`src/rtl/clksel_pkg.sv`:
```
package clksel_pkg;

    localparam int CODE_W = 5;

    typedef logic [CODE_W-1:0] fcode_t;

    // Control register layout, bit 7 down to bit 0
    typedef struct packed {
        logic   direct_div;
        logic   wd_en;
        logic   wd_alarm;
        fcode_t safe_code;
    } ctl_reg_t;

    // Select register layout, bit 7 down to bit 0
    typedef struct packed {
        logic [3:0] code_lo;
        logic       sw_sel;
        logic       code_msb;
        logic [1:0] spare;
    } sel_reg_t;

    typedef enum logic [1:0] {
        SRC_STRAP = 2'd0,
        SRC_SW    = 2'd1,
        SRC_SAFE  = 2'd2
    } src_e;

    function automatic fcode_t sel_to_code(sel_reg_t r);
        return {r.code_msb, r.code_lo};
    endfunction

    function automatic src_e pick_src(logic override, logic sw_sel);
        if (override)
            return SRC_SAFE;
        else if (sw_sel)
            return SRC_SW;
        else
            return SRC_STRAP;
    endfunction

endpackage

```
`src/rtl/clksel_regs.sv`:
```
module clksel_regs
    import clksel_pkg::*;
#(
    parameter int                 CNT_W   = 8,
    parameter logic [CNT_W-1:0]   CNT_RST = 8'h10
) (
    input  logic             clk,
    input  logic             rst,
    input  fcode_t           strap_pins,
    input  logic             sel_wr,
    input  logic [7:0]       sel_data,
    input  logic             ctl_wr,
    input  logic [7:0]       ctl_data,
    input  logic             cnt_wr,
    input  logic [CNT_W-1:0] cnt_data,
    input  logic             timeout,
    output fcode_t           strap_q,
    output logic             sw_sel_q,
    output fcode_t           sw_code_q,
    output ctl_reg_t         ctl_q,
    output logic [CNT_W-1:0] cnt_q
);

    sel_reg_t sel_d;
    ctl_reg_t ctl_d;
    logic     sel_spare_unused;

    assign sel_d            = sel_reg_t'(sel_data);
    assign ctl_d            = ctl_reg_t'(ctl_data);
    assign sel_spare_unused = ^sel_d.spare;

    // Strap capture: follows the pins only while reset is held
    always_ff @(posedge clk) begin
        if (rst)
            strap_q <= strap_pins;
    end

    always_ff @(posedge clk) begin
        if (rst) begin
            sw_sel_q  <= 1'b0;
            sw_code_q <= '0;
        end else if (sel_wr) begin
            sw_sel_q  <= sel_d.sw_sel;
            sw_code_q <= sel_to_code(sel_d);
        end
    end

    // Control fields; the alarm is set by hardware only and cleared by software
    always_ff @(posedge clk) begin
        if (rst) begin
            ctl_q <= '0;
        end else begin
            if (ctl_wr) begin
                ctl_q.direct_div <= ctl_d.direct_div;
                ctl_q.wd_en      <= ctl_d.wd_en;
                ctl_q.safe_code  <= ctl_d.safe_code;
            end
            if (timeout)
                ctl_q.wd_alarm <= 1'b1;
            else if (ctl_wr && !ctl_d.wd_alarm)
                ctl_q.wd_alarm <= 1'b0;
        end
    end

    always_ff @(posedge clk) begin
        if (rst)
            cnt_q <= CNT_RST;
        else if (cnt_wr)
            cnt_q <= cnt_data;
    end

endmodule

```
`src/rtl/clksel_wdt.sv`:
```
module clksel_wdt #(
    parameter int               CNT_W   = 8,
    parameter logic [CNT_W-1:0] CNT_RST = 8'h10
) (
    input  logic             clk,
    input  logic             rst,
    input  logic             enable,
    input  logic             restart,
    input  logic             tick,
    input  logic [CNT_W-1:0] limit,
    output logic             timeout
);

    localparam logic [CNT_W-1:0] ONE = CNT_W'(1);

    logic [CNT_W-1:0] remain;
    logic [CNT_W-1:0] reload;
    logic             last_unit;

    // A zero limit still has to expire
    assign reload    = (limit == '0) ? ONE : limit;
    assign last_unit = (remain <= ONE);
    assign timeout   = enable && tick && !restart && last_unit;

    always_ff @(posedge clk) begin
        if (rst)
            remain <= CNT_RST;
        else if (!enable || restart)
            remain <= reload;
        else if (tick)
            remain <= last_unit ? reload : remain - ONE;
    end

endmodule

```
`src/rtl/clksel_src.sv`:
```
module clksel_src
    import clksel_pkg::*;
(
    input  logic   clk,
    input  logic   rst,
    input  fcode_t strap_q,
    input  logic   sw_sel_q,
    input  fcode_t sw_code_q,
    input  fcode_t safe_code,
    input  logic   timeout,
    input  logic   sel_wr,
    output fcode_t freq_code
);

    logic override_q;
    src_e src;

    // The forced safe code holds until software reprograms the select register
    always_ff @(posedge clk) begin
        if (rst)
            override_q <= 1'b0;
        else if (timeout)
            override_q <= 1'b1;
        else if (sel_wr)
            override_q <= 1'b0;
    end

    always_comb begin
        src = pick_src(override_q, sw_sel_q);
        unique case (src)
            SRC_SAFE: freq_code = safe_code;
            SRC_SW:   freq_code = sw_code_q;
            default:  freq_code = strap_q;
        endcase
    end

endmodule

```
`src/rtl/clksel_guard.sv`:
```
module clksel_guard
    import clksel_pkg::*;
#(
    parameter int               CNT_W   = 8,
    parameter logic [CNT_W-1:0] CNT_RST = 8'h10
) (
    input  logic             clk,
    input  logic             rst,
    input  logic [4:0]       strap_pins,
    input  logic             sel_wr,
    input  logic [7:0]       sel_data,
    input  logic             ctl_wr,
    input  logic [7:0]       ctl_data,
    input  logic             cnt_wr,
    input  logic [CNT_W-1:0] cnt_data,
    input  logic             wd_restart,
    input  logic             tick,
    output logic [4:0]       freq_code,
    output logic             direct_div,
    output logic             wd_alarm,
    output logic [4:0]       strap_readback
);

    fcode_t           strap_q;
    logic             sw_sel_q;
    fcode_t           sw_code_q;
    ctl_reg_t         ctl_q;
    logic [CNT_W-1:0] cnt_q;
    logic             wd_timeout;

    clksel_regs #(.CNT_W(CNT_W), .CNT_RST(CNT_RST)) u_regs (
        .clk       (clk),
        .rst       (rst),
        .strap_pins(strap_pins),
        .sel_wr    (sel_wr),
        .sel_data  (sel_data),
        .ctl_wr    (ctl_wr),
        .ctl_data  (ctl_data),
        .cnt_wr    (cnt_wr),
        .cnt_data  (cnt_data),
        .timeout   (wd_timeout),
        .strap_q   (strap_q),
        .sw_sel_q  (sw_sel_q),
        .sw_code_q (sw_code_q),
        .ctl_q     (ctl_q),
        .cnt_q     (cnt_q)
    );

    clksel_wdt #(.CNT_W(CNT_W), .CNT_RST(CNT_RST)) u_wdt (
        .clk    (clk),
        .rst    (rst),
        .enable (ctl_q.wd_en),
        .restart(wd_restart),
        .tick   (tick),
        .limit  (cnt_q),
        .timeout(wd_timeout)
    );

    clksel_src u_src (
        .clk      (clk),
        .rst      (rst),
        .strap_q  (strap_q),
        .sw_sel_q (sw_sel_q),
        .sw_code_q(sw_code_q),
        .safe_code(ctl_q.safe_code),
        .timeout  (wd_timeout),
        .sel_wr   (sel_wr),
        .freq_code(freq_code)
    );

    assign direct_div     = ctl_q.direct_div;
    assign wd_alarm       = ctl_q.wd_alarm;
    assign strap_readback = ~strap_q;

endmodule

```
`config.mk`:
```
export PLATFORM = sky130hd
export DESIGN_NAME = clksel_guard
export DESIGN_NICKNAME = d
export VERILOG_FILES = /design/src/rtl/clksel_pkg.sv /design/src/rtl/clksel_regs.sv /design/src/rtl/clksel_wdt.sv /design/src/rtl/clksel_src.sv /design/src/rtl/clksel_guard.sv
export SDC_FILE = /design/constraint.sdc
export NUM_CORES = 1
export LEC_CHECK = 0
export ABC_AREA = 1
export BUFFER_PORTS_ARGS = -buffer_cell sky130_fd_sc_hd__buf_2
export CORE_ASPECT_RATIO = 0.75
export CORE_MARGIN = 5
export CORE_UTILIZATION = 30
export DETAILED_ROUTE_END_ITERATION = 10
export GPL_TIMING_DRIVEN = 1
export HOLD_SLACK_MARGIN = 0.12
export PLACE_DENSITY = 0.54
export SETUP_SLACK_MARGIN = 0.4
export SLEW_MARGIN = 20
export SYNTH_ARGS = -nofsm -noshare
export SYNTH_HDL_FRONTEND = slang
export SYNTH_HIERARCHICAL = 1
export SYNTH_SLANG_ARGS = --single-unit
```
`constraint.sdc`:
```
create_clock -name clk -period 2.4 [get_ports clk]
set_input_delay 0.48 -clock clk [delete_from_list [all_inputs] [get_ports clk]]
set_output_delay 0.48 -clock clk [all_outputs]
set_load 0.02 [all_outputs]
```
==> out/summary.txt, run 1 <==
Yosys reg bits: 36
Synth area leaders: dfxtp_1, nor2_1, edfxtp_1
Final setup viols: 0
detailed placement HPWL: 3.17 mm
post-layout min period: 1.76 ns
Post-Syn Nets: 280
total negative slack: 0 ns
Vias per Instance: 4.39
grt ovf: 0
Reg2Reg Setup Slack: 0.82 ns
status: completed
cells along the critical path: nor2_2, nand2_1, nand3_1, buf_2
Slew Limit Headroom: 0.753
Cell Area, Synth: 0.00173 mm^2
Resized cells post-CTS: 0
async set-reset flop share out of synthesis: 0
Seq/Total Area, Yosys: 0.445
Least-Margin Pin Slew: 0.370 ns
top achievable clock speed: 0.568 GHz
Design Area, Final: 0.00212 mm^2
startpoint types: flop
Clock Tree Root: clkbuf_8
antenna violations before repair: 0
Worst Path Max Fanout: 8
Core Region: 0.00571 mm^2
Layout Area Growth over Synthesis: 22.1%
Hold Crit Depth: 1
CTS max path bufs: 2
global-route wire length before repair: 6.92 mm
PortBufs: 45
fillers: 662
drt drc: 0
predominant post-synthesis flop cell: dfxtp_1
origin of the critical flop-to-flop path: u_wdt/remain[0]
pin count of the biggest net entering global routing: 22
Max VDD drop: 247 uV
Post-Syn Area per Cell: 7.16 um^2
crit path DAT: 1.28 ns
cell count after synthesis: 242
largest area contributor in the netlist: dfxtp_1
Worst setup EP type: output port
nets: 328
final core occ: 0.371
Final ANT Viol Nets: 0
hold crit path type: in -> reg
number of antenna diodes: 0
Worst Hold Path EP: u_regs/strap_q[1]
Post-synth EDFFs: 5
CTS tree: done
RSZ-0062 raised after global routing: false
fin. max-slew vios: 0
routed wire length: 4.12 mm
Slowest-stage cell, CP: dfxtp_1
dpl cell area: 0.00203 mm^2
setup bufs post-CTS: 0
Max Cap Viol: 0
hold path startpoint: strap_pins[1]
total power: 1.34 mW
final cycle utilization of the critical path: 0.733
Initial Util: 0.304
Setup CP Type: reg -> out
Die H: 75.8 um
clk_skew: 0.00876 ns
r2r endpoint: u_wdt/remain[1]
vias in the first global route: 1501
Final WS setup: 0.640 ns
DRT Pass-1 Iters: 4
CTS sink count: 36
Power Dens Cells: 634 mW/mm^2
CTS Buf Count: 5
DR iter-0 viols: 105
highest cell delay on the worst timing path: 0.39 ns
via count: 1620
overall global routing resource usage: 0.117
Die W: 97.8 um
CP required: 1.92 ns
most frequent cell after synthesis: nor2_1
clock-pin slew on the worst setup and hold paths: 0.07 ns
CTS HTree Levels: 2
clock latency at the later pin of the worst-skew pair: 0.29 ns
Routed wire per std cell: 11.2 um
Synth top area share: 0.358
routability cong.: 0.808
# IOs: 48
Pleak: 1.01 nW
Synth top cells by count: nor2_1, nand2_1, dfxtp_1
Die ar.: 0.00741 mm^2
Place WS: 0.747 ns
count of cell types in the netlist: 24
Hold Vio Cnt, Final: 0
hold_buf cts: 0
Ys Warns: 6
fraction of layout cells with a size suffix above 1: 0.261
Rows: 24
Register-to-Register Path Depth: 10
==> metrics by stage <==
stage                     hold WS [ns]  std cells
after floorplan                  0.433        242
after global placement           0.451        361
after detailed placement         0.454        361
after CTS                        0.351        369
after global routing             0.345        369
final                            0.363        369
==> state kept, by name, summed over array words and instances (netlist names) <==
name	flops
u_regs/strap_q	5
u_regs/cnt_q	8
u_regs/sw_sel_q	1
u_regs/ctl_q	8
u_regs/sw_code_q	5
u_wdt/remain	8
u_src/override_q	1
==> cell families after synthesis <==
logic type / count (synthesis) / synth area share
compound gates: 37 / 0.109
xor+xnor: 2 / 0.0101
fa+ha+maj: 2 / 0.0144
buf+inv: 40 / 0.0939
flops: 36 / 0.445
simple gates: 125 / 0.328
==> power by group <==
group          internal (mW)  leakage, nW  total (mW)  switching (mW)
sequential             0.654        0.306       0.685          0.0316
clock                  0.207       0.0424       0.424           0.216
combinational         0.0885        0.664       0.233           0.144
total                  0.950         1.01        1.34           0.392
==> metal layers <==
| layer | GRT usage | share of wire |
|---|---|---|
| met1 | 0.169 | 0.54 |
| met2 | 0.169 | 0.40 |
| met3 | 0.0265 | 0.046 |
| met4 | 0.0461 | 0.019 |
| met5 | 0 | 0 |
==> how the worst max path moves through the flow <==
stage,end,slack [ns],start,depth (start not counted)
after detailed placement,u_wdt/remain[4],0.75,wd_restart,7
after global placement,u_wdt/remain[4],0.76,wd_restart,7
after CTS,freq_code[2],0.63,u_src/override_q,4
after global routing,freq_code[2],0.56,u_src/override_q,4
final,freq_code[2],0.64,u_src/override_q,4
after floorplan,u_wdt/remain[4],1.02,u_wdt/remain[0],10
==> worst max-delay path, delay by kind of cell, from the launching register on <==
| family | cells | cell delay, ns |
|---|---|---|
| buf+inv | 1 | 0.16 |
| simple gates | 3 | 0.43 |
| flops | 1 | 0.39 |
==> layout by cell type (no fill, tap or decap), drive strengths merged, types with 5 or more instances in the layout <==
master,count
nor2,59
nand3,20
a21oi,9
edfxtp,5
buf,45
nand2,43
clkbuf,7
inv,36
dfxtp,31
o21ai,28
==> area by class of cell <==
class                           instances  area [um^2]  area share
Clock inverter                          1         8.76     0.00414
Multi-Input combinational cell        166          800       0.378
Timing Repair Buffer                   45          225       0.106
Sequential cell                        36          771       0.364
Tap cell                               78         97.6      0.0461
Inverter                               36          138      0.0651
Clock buffer                            7         76.3      0.0361
No activity file was read; power rests on OpenSTA's default activity.
==> run 2, diff against run 1 <==
--- a/config.mk
+++ b/config.mk
@@ -13,7 +13,7 @@
 export DETAILED_ROUTE_END_ITERATION = 10
 export GPL_TIMING_DRIVEN = 1
 export HOLD_SLACK_MARGIN = 0.12
-export PLACE_DENSITY = 0.54
+export PLACE_DENSITY = 0.56
 export SETUP_SLACK_MARGIN = 0.4
 export SLEW_MARGIN = 20
 export SYNTH_ARGS = -nofsm -noshare
==> constraint.sdc (replaced) <==
create_clock -name clk -period 1.5 [get_ports clk]
set_input_delay 0.3 -clock clk [delete_from_list [all_inputs] [get_ports clk]]
set_output_delay 0.3 -clock clk [all_outputs]
set_load 0.02 [all_outputs]
==> run 2 against run 1 <==
- utilization is 5.5 points higher
- setup slack worse by 0.55 ns
- clock-buffer cell count is 2 lower
- sequential cell count stayed put
- sequential share of layout area is 4.2 points lower
- routed wire length is 13% higher
- global-route usage is 1.2 points higher
- first-iteration DRC count is 8.6% higher
- design area is 15% higher
- critical path depth stayed put
- via count is 2.6% higher
==> out/summary.txt, run 2 (synthesis gave the netlist of run 1 again) <==
startpoint types: flop
Slowest-stage cell, CP: dfxtp_4
status: completed
most frequent cells in the layout: nor2_1, buf_2, nand2_1, dfxtp_1, o21ai_0
origin of the critical flop-to-flop path: u_wdt/remain[0]
nets: 337 (+2.7%)
pin count of the biggest net entering global routing: 22 (unchanged)
Die ar.: 0.00741 mm^2 (unchanged)
top achievable clock speed: 0.707 GHz
final cycle utilization of the critical path: 0.942
cells along the critical path: buf_12, nand3_1, nand3_2, buf_4
Core Region: 0.00571 mm^2 (unchanged)
PortBufs: 45 (unchanged)
RSZ-0062 raised after global routing: true
Largest regs: u_regs/cnt_q (8), u_regs/ctl_q (8), u_wdt/remain (8)
commonest non-fill, non-tap cell in the layout: nor2_1
post-layout min period: 1.41 ns
r2r endpoint: u_wdt/remain[4]
Register-to-Register Path Depth: 11 (+1)
Die H: 75.8 um (unchanged)
Power Dens Cells: 1010 mW/mm^2 (+59%)
Placed Cells: 363 (+0.55%)
DRT Pass-1 Iters: 4 (unchanged)
grt ovf: 0 (unchanged)
Clock Tree Root: clkbuf_8
detailed placement HPWL: 3.23 mm (+1.9%)
CTS Buf Count: 5 (unchanged)
fillers: 604 (-8.8%)
hold_buf cts: 0 (unchanged)
fraction of layout cells with a size suffix above 1: 0.390 (+0.129)
CTS HTree Levels: 2 (unchanged)
routability cong.: 0.812 (+0.57%)
clock-pin slew on the worst setup and hold paths: 0.08 ns (about the same)
overall global routing resource usage: 0.129 (+0.0120)
Initial Util: 0.304 (unchanged)
Max Cap Viol: 0 (unchanged)
CTS tree: done
number of antenna diodes: 0 (unchanged)
CP required: 1.20 ns (-0.72 ns)
highest cell delay on the worst timing path: 0.37 ns (-0.02 ns)
GRT met1 Usage: 0.186 (+0.0173)
Sw Share: 0.285 (-0.00756)
routed wire length: 4.66 mm (+13%)
CTS max path bufs: 2 (unchanged)
hold crit path type: in -> reg
Psw: 700 uW (+78%)
Reg2Reg Setup Slack: 0.11 ns (-0.71 ns)
GR peak layer: met2
Final ANT Viol Nets: 0 (unchanged)
fin. max-slew vios: 0 (unchanged)
vias in the first global route: 1582 (+5.4%)
GR Layer Usage met2: 0.188 (+0.0190)
global-route wire length before repair: 7.66 mm (+11%)
DR iter-0 viols: 114 (+8.6%)
Clk pwr share: 0.350 (+0.034)
Die W: 97.8 um (unchanged)
Pleak: 1.13 nW (+12%)
Layout Area Growth over Synthesis: 40.2%
Design Area, Final: 0.00243 mm^2 (+15%)
Combinational Power Share: 0.202 (+0.028)
Routed wire per std cell: 12.3 um (+10%)
Sequential Power Share: 0.449 (-0.062)
worst setup path startpoint: u_regs/sw_sel_q
total negative slack: 0 ns (unchanged)
Rows: 24 (unchanged)
clock latency at the later pin of the worst-skew pair: 0.29 ns (about the same)
Worst Path Max Fanout: 5 (-3)
drt drc: 0 (unchanged)
Vias per Instance: 4.40 (+0.15%)
via count: 1662 (+2.6%)
M3 GR Usage: 0.0357 (+0.00915)
Critical Path End: freq_code[0]
Final setup viols: 0 (unchanged)
Setup CP Type: reg -> out
CTS sink count: 36 (unchanged)
antenna violations before repair: 0 (unchanged)
Slew Limit Headroom: 0.798 (+0.0449)
P_int: 1.76 mW (+85%)
final std cells w/o fill: 378 (+2.4%)
dpl cell area: 0.00210 mm^2 (+3.3%)
final core occ: 0.426 (+0.0550)
crit path DAT: 1.11 ns (-0.17 ns)
Max VDD drop: 436 uV (+77%)
Hold Slack: 0.188 ns (-0.175 ns)
Least-Margin Pin Slew: 0.303 ns (-0.0668 ns)
Worst setup EP type: output port
Hold Vio Cnt, Final: 0 (unchanged)
clk_skew: 0.00811 ns (-0.000645 ns)
# IOs: 48 (unchanged)
==> run 2: worst min-delay path by stage <==
stage                          startpoint           endpoint  cells past startpoint
final                       strap_pins[3]  u_regs/strap_q[3]                      1
after global routing        strap_pins[3]  u_regs/strap_q[3]                      1
after CTS                   strap_pins[3]  u_regs/strap_q[3]                      1
after detailed placement  u_regs/ctl_q[5]    u_regs/ctl_q[5]                      2
after global placement    u_regs/ctl_q[5]    u_regs/ctl_q[5]                      2
after floorplan                       rst    u_regs/ctl_q[5]                      1
==> run 2: power groups by stage <==
stage	registers [mW]	clock network [mW]	logic, mW
after global routing	1.11	0.926	0.549
after CTS	1.10	0.886	0.472
after floorplan	1.11	0	0.270
final	1.10	0.859	0.495
after global placement	1.12	0	0.393
after detailed placement	1.12	0	0.394
==> run 2: final cells by class <==
type / count / area [um^2] / area share
tap: 78 / 97.6 / 0.0402
clock buffer: 5 / 68.8 / 0.0283
multi-input combinational: 167 / 926 / 0.381
clock inverter: 3 / 42.5 / 0.0175
inverter: 36 / 150 / 0.0618
timing repair buffer: 53 / 362 / 0.149
sequential: 36 / 783 / 0.322
==> run 2: worst max-delay path: cells and delay by family (launching register included) <==
family                 cells  cell delay (ns)
flip-flops                 1             0.37
AND/OR/NAND/NOR            2             0.17
buffers and inverters      2             0.28
==> run 2: metal layers <==
layer / vias up / wire length, um
met5: - / 0
met4: 0 / 19
met3: 2 / 227
met2: 39 / 1930
met1: 748 / 2480
li1: 873 / -
==> run 2: timing repair <==
action	in CTS	in global routing
setup endpoints to repair	20	22
pin swaps	11	9
cloned	1	0
endpoints found under the hold margin	0	0
setup buffers	4	2
resized for setup	39	12
==> run 2: per-stage QoR <==
step / total power [mW] / worst slack [ns]
4_1_cts: 2.46 / 0.107
5_1_grt: 2.59 / 0.0221
2_1_floorplan: 1.38 / 0.272
3_3_place_gp: 1.51 / 0.145
3_5_place_dp: 1.52 / 0.150
6_report: 2.46 / 0.0865
==> run 3, diff against run 2 <==
--- a/config.mk
+++ b/config.mk
@@ -6,14 +6,14 @@
 export NUM_CORES = 1
 export LEC_CHECK = 0
 export ABC_AREA = 1
-export BUFFER_PORTS_ARGS = -buffer_cell sky130_fd_sc_hd__buf_2
+export BUFFER_PORTS_ARGS = -buffer_cell sky130_fd_sc_hd__buf_4
 export CORE_ASPECT_RATIO = 0.75
 export CORE_MARGIN = 5
 export CORE_UTILIZATION = 30
 export DETAILED_ROUTE_END_ITERATION = 10
 export GPL_TIMING_DRIVEN = 1
 export HOLD_SLACK_MARGIN = 0.12
-export PLACE_DENSITY = 0.56
+export PLACE_DENSITY = 0.54
 export SETUP_SLACK_MARGIN = 0.4
 export SLEW_MARGIN = 20
 export SYNTH_ARGS = -nofsm -noshare
==> constraint.sdc (replaced) <==
create_clock -name clk -period 1.4 [get_ports clk]
set_input_delay 0.28 -clock clk [delete_from_list [all_inputs] [get_ports clk]]
set_output_delay 0.28 -clock clk [all_outputs]
set_load 0.02 [all_outputs]
==> run 3 against run 2 <==
- clock-buffer cell count rose by 2
- sequential cell count did not move
- clock power fell by 15%
- setup slack got worse by 0.063 ns
- cell count fell by 0.26%
- utilization rose by 1.2 points
- non-clock buffer count fell by 1
- power rose by 0.44%
- sequential power rose by 7%
- hold slack got worse by 0.023 ns
- routed wire length fell by 1.3%
- sequential share of layout area fell by 0.80 points
- largest cell class unchanged
- highest routed layer unchanged
==> out/summary.txt, run 3 (synthesis gave the netlist of run 1 again) <==
status: completed
Die ar.: 0.00741 mm^2 (unchanged)
top achievable clock speed: 0.727 GHz
Setup CP Type: reg -> out
fraction of layout cells with a size suffix above 1: 0.391 (+0.00130)
Slew Limit Headroom: 0.789 (-0.00903)
DR iter-0 viols: 79 (-31%)
vias in the first global route: 1571 (-0.70%)
Psw: 734 uW (+4.9%)
PortBufs: 45 (unchanged)
Clk pwr share: 0.295 (-0.055)
Largest regs: u_regs/cnt_q (8), u_regs/ctl_q (8), u_wdt/remain (8)
Worst Path Max Fanout: 5 (unchanged)
total negative slack: 0 ns (unchanged)
Register-to-Register Path Depth: 10 (-1)
# IOs: 48 (unchanged)
commonest non-fill, non-tap cell in the layout: nor2_1
pin count of the biggest net entering global routing: 22 (unchanged)
hold crit path type: in -> reg
clock-pin slew on the worst setup and hold paths: 0.08 ns (about the same)
RSZ-0062 raised after global routing: true
startpoint types: flop
Clock Tree Root: clkbuf_8
dpl cell area: 0.00221 mm^2 (+5.2%)
Power Dens Cells: 987 mW/mm^2 (-2.4%)
CP required: 1.12 ns (-0.08 ns)
Final setup viols: 0 (unchanged)
antenna violations before repair: 0 (unchanged)
Slowest-stage cell, CP: dfxtp_4
Rows: 24 (unchanged)
Routed wire per std cell: 12.2 um (-1.0%)
Die H: 75.8 um (unchanged)
routed wire length: 4.60 mm (-1.3%)
final cycle utilization of the critical path: 0.983
Vias per Instance: 4.33 (-1.6%)
Combinational Power Share: 0.225 (+0.023)
detailed placement HPWL: 3.28 mm (+1.6%)
hold_buf cts: 0 (unchanged)
Initial Util: 0.304 (unchanged)
most frequent cells in the layout: nor2_1, buf_4, nand2_1, dfxtp_1, o21ai_0
overall global routing resource usage: 0.129 (+0.000154)
grt ovf: 0 (unchanged)
routability cong.: 0.770 (-5.2%)
final core occ: 0.438 (+0.0123)
Design Area, Final: 0.00250 mm^2 (+2.9%)
register area: 786 um^2 (+0.32%)
Reg2Reg Setup Slack: 0.03 ns (-0.08 ns)
Worst setup EP type: output port
Worst Hold Path EP: u_regs/strap_q[0]
Sequential Power Share: 0.480 (+0.031)
crit-path leading delay family: flip-flops
cells along the critical path: nor2_4, nand2_1, nand3_2, buf_6
CTS Buf Count: 5 (unchanged)
Max VDD drop: 575 uV (+32%)
number of antenna diodes: 0 (unchanged)
post-layout min period: 1.38 ns
drt drc: 0 (unchanged)
r2r endpoint: u_wdt/remain[1]
fillers: 607 (+0.50%)
DRT Pass-1 Iters: 4 (unchanged)
Least-Margin Pin Slew: 0.316 ns (+0.0135 ns)
CTS sink count: 36 (unchanged)
nets: 336 (-0.30%)
crit path DAT: 1.10 ns (about the same)
Core Region: 0.00571 mm^2 (unchanged)
global-route wire length before repair: 7.49 mm (-2.3%)
Sw Share: 0.297 (+0.0125)
fin. max-slew vios: 0 (unchanged)
via count: 1631 (-1.9%)
Final ANT Viol Nets: 0 (unchanged)
Die W: 97.8 um (unchanged)
P_int: 1.73 mW (-1.3%)
WP buf/inv: 1 (-1)
hold path startpoint: strap_pins[0]
clk_skew: 0.00797 ns (-0.000140 ns)
Hold Crit Depth: 1 (unchanged)
Layout Area Growth over Synthesis: 44.3%
area of the multi-input gates: 940 um^2 (+1.5%)
Pleak: 1.16 nW (+2.6%)
highest cell delay on the worst timing path: 0.37 ns (about the same)
CTS tree: done
CTS max path bufs: 2 (unchanged)
clock latency at the later pin of the worst-skew pair: 0.29 ns (about the same)
Hold Vio Cnt, Final: 0 (unchanged)
CTS HTree Levels: 2 (unchanged)
Max Cap Viol: 0 (unchanged)
origin of the critical flop-to-flop path: u_wdt/remain[0]
run 3: per-layer routing:
layer / GRT usage / vias to the layer above / wire length [um]
met2: 0.197 / 49 / 1920
met1: 0.179 / 702 / 2380
met3: 0.0320 / 7 / 240
li1: - / 873 / -
met5: 0 / - / 0
met4: 0.0461 / 0 / 58
run 3: area by class of cell:
type / instances / share of cell area
multi-input combinational: 167 / 0.376
sequential: 36 / 0.314
timing repair buffer: 52 / 0.176
inverter: 36 / 0.0611
tap: 78 / 0.0390
clock buffer: 7 / 0.0305
clock inverter: 1 / 0.00350
run 3: repair_timing:
action,4_1_cts,5_1_grt
pin swaps,12,9
buffers inserted,3,3
endpoints found under the setup margin,22,22
resized for setup,29,18
gates cloned,1,0
run 3: worst max path at each step:
| stage | start | to | slack (ns) | depth (start not counted) |
|---|---|---|---|---|
| floorplan | u_wdt/remain[0] | u_wdt/remain[4] | 0.17 | 11 |
| global placement | u_wdt/remain[1] | u_wdt/remain[1] | 0.05 | 10 |
| detailed placement | u_wdt/remain[0] | u_wdt/remain[4] | 0.04 | 11 |
| CTS | u_src/override_q | freq_code[4] | 0.007 | 4 |
| global route | u_wdt/remain[0] | u_wdt/remain[1] | -0.03 | 10 |
| finish | u_src/override_q | freq_code[4] | 0.02 | 4 |
run 3: power groups by stage:
stage / Combinational, mW / Sequential, mW / Clock (mW)
after floorplan: 0.291 / 1.19 / 0
after global placement: 0.467 / 1.20 / 0
after detailed placement: 0.469 / 1.20 / 0
after CTS: 0.530 / 1.18 / 0.763
after global routing: 0.617 / 1.19 / 0.792
final: 0.556 / 1.18 / 0.728
run 3: stage by stage:
stage	setup WS (ns)	power, mW	cells	hold slack, ns
CTS	0.00702	2.47	374	0.154
finish	0.0237	2.47	377	0.165
detailed placement	0.0368	1.67	362	0.459
global placement	0.0521	1.67	362	0.453
global route	-0.0304	2.60	377	0.153
floorplan	0.172	1.48	242	0.349
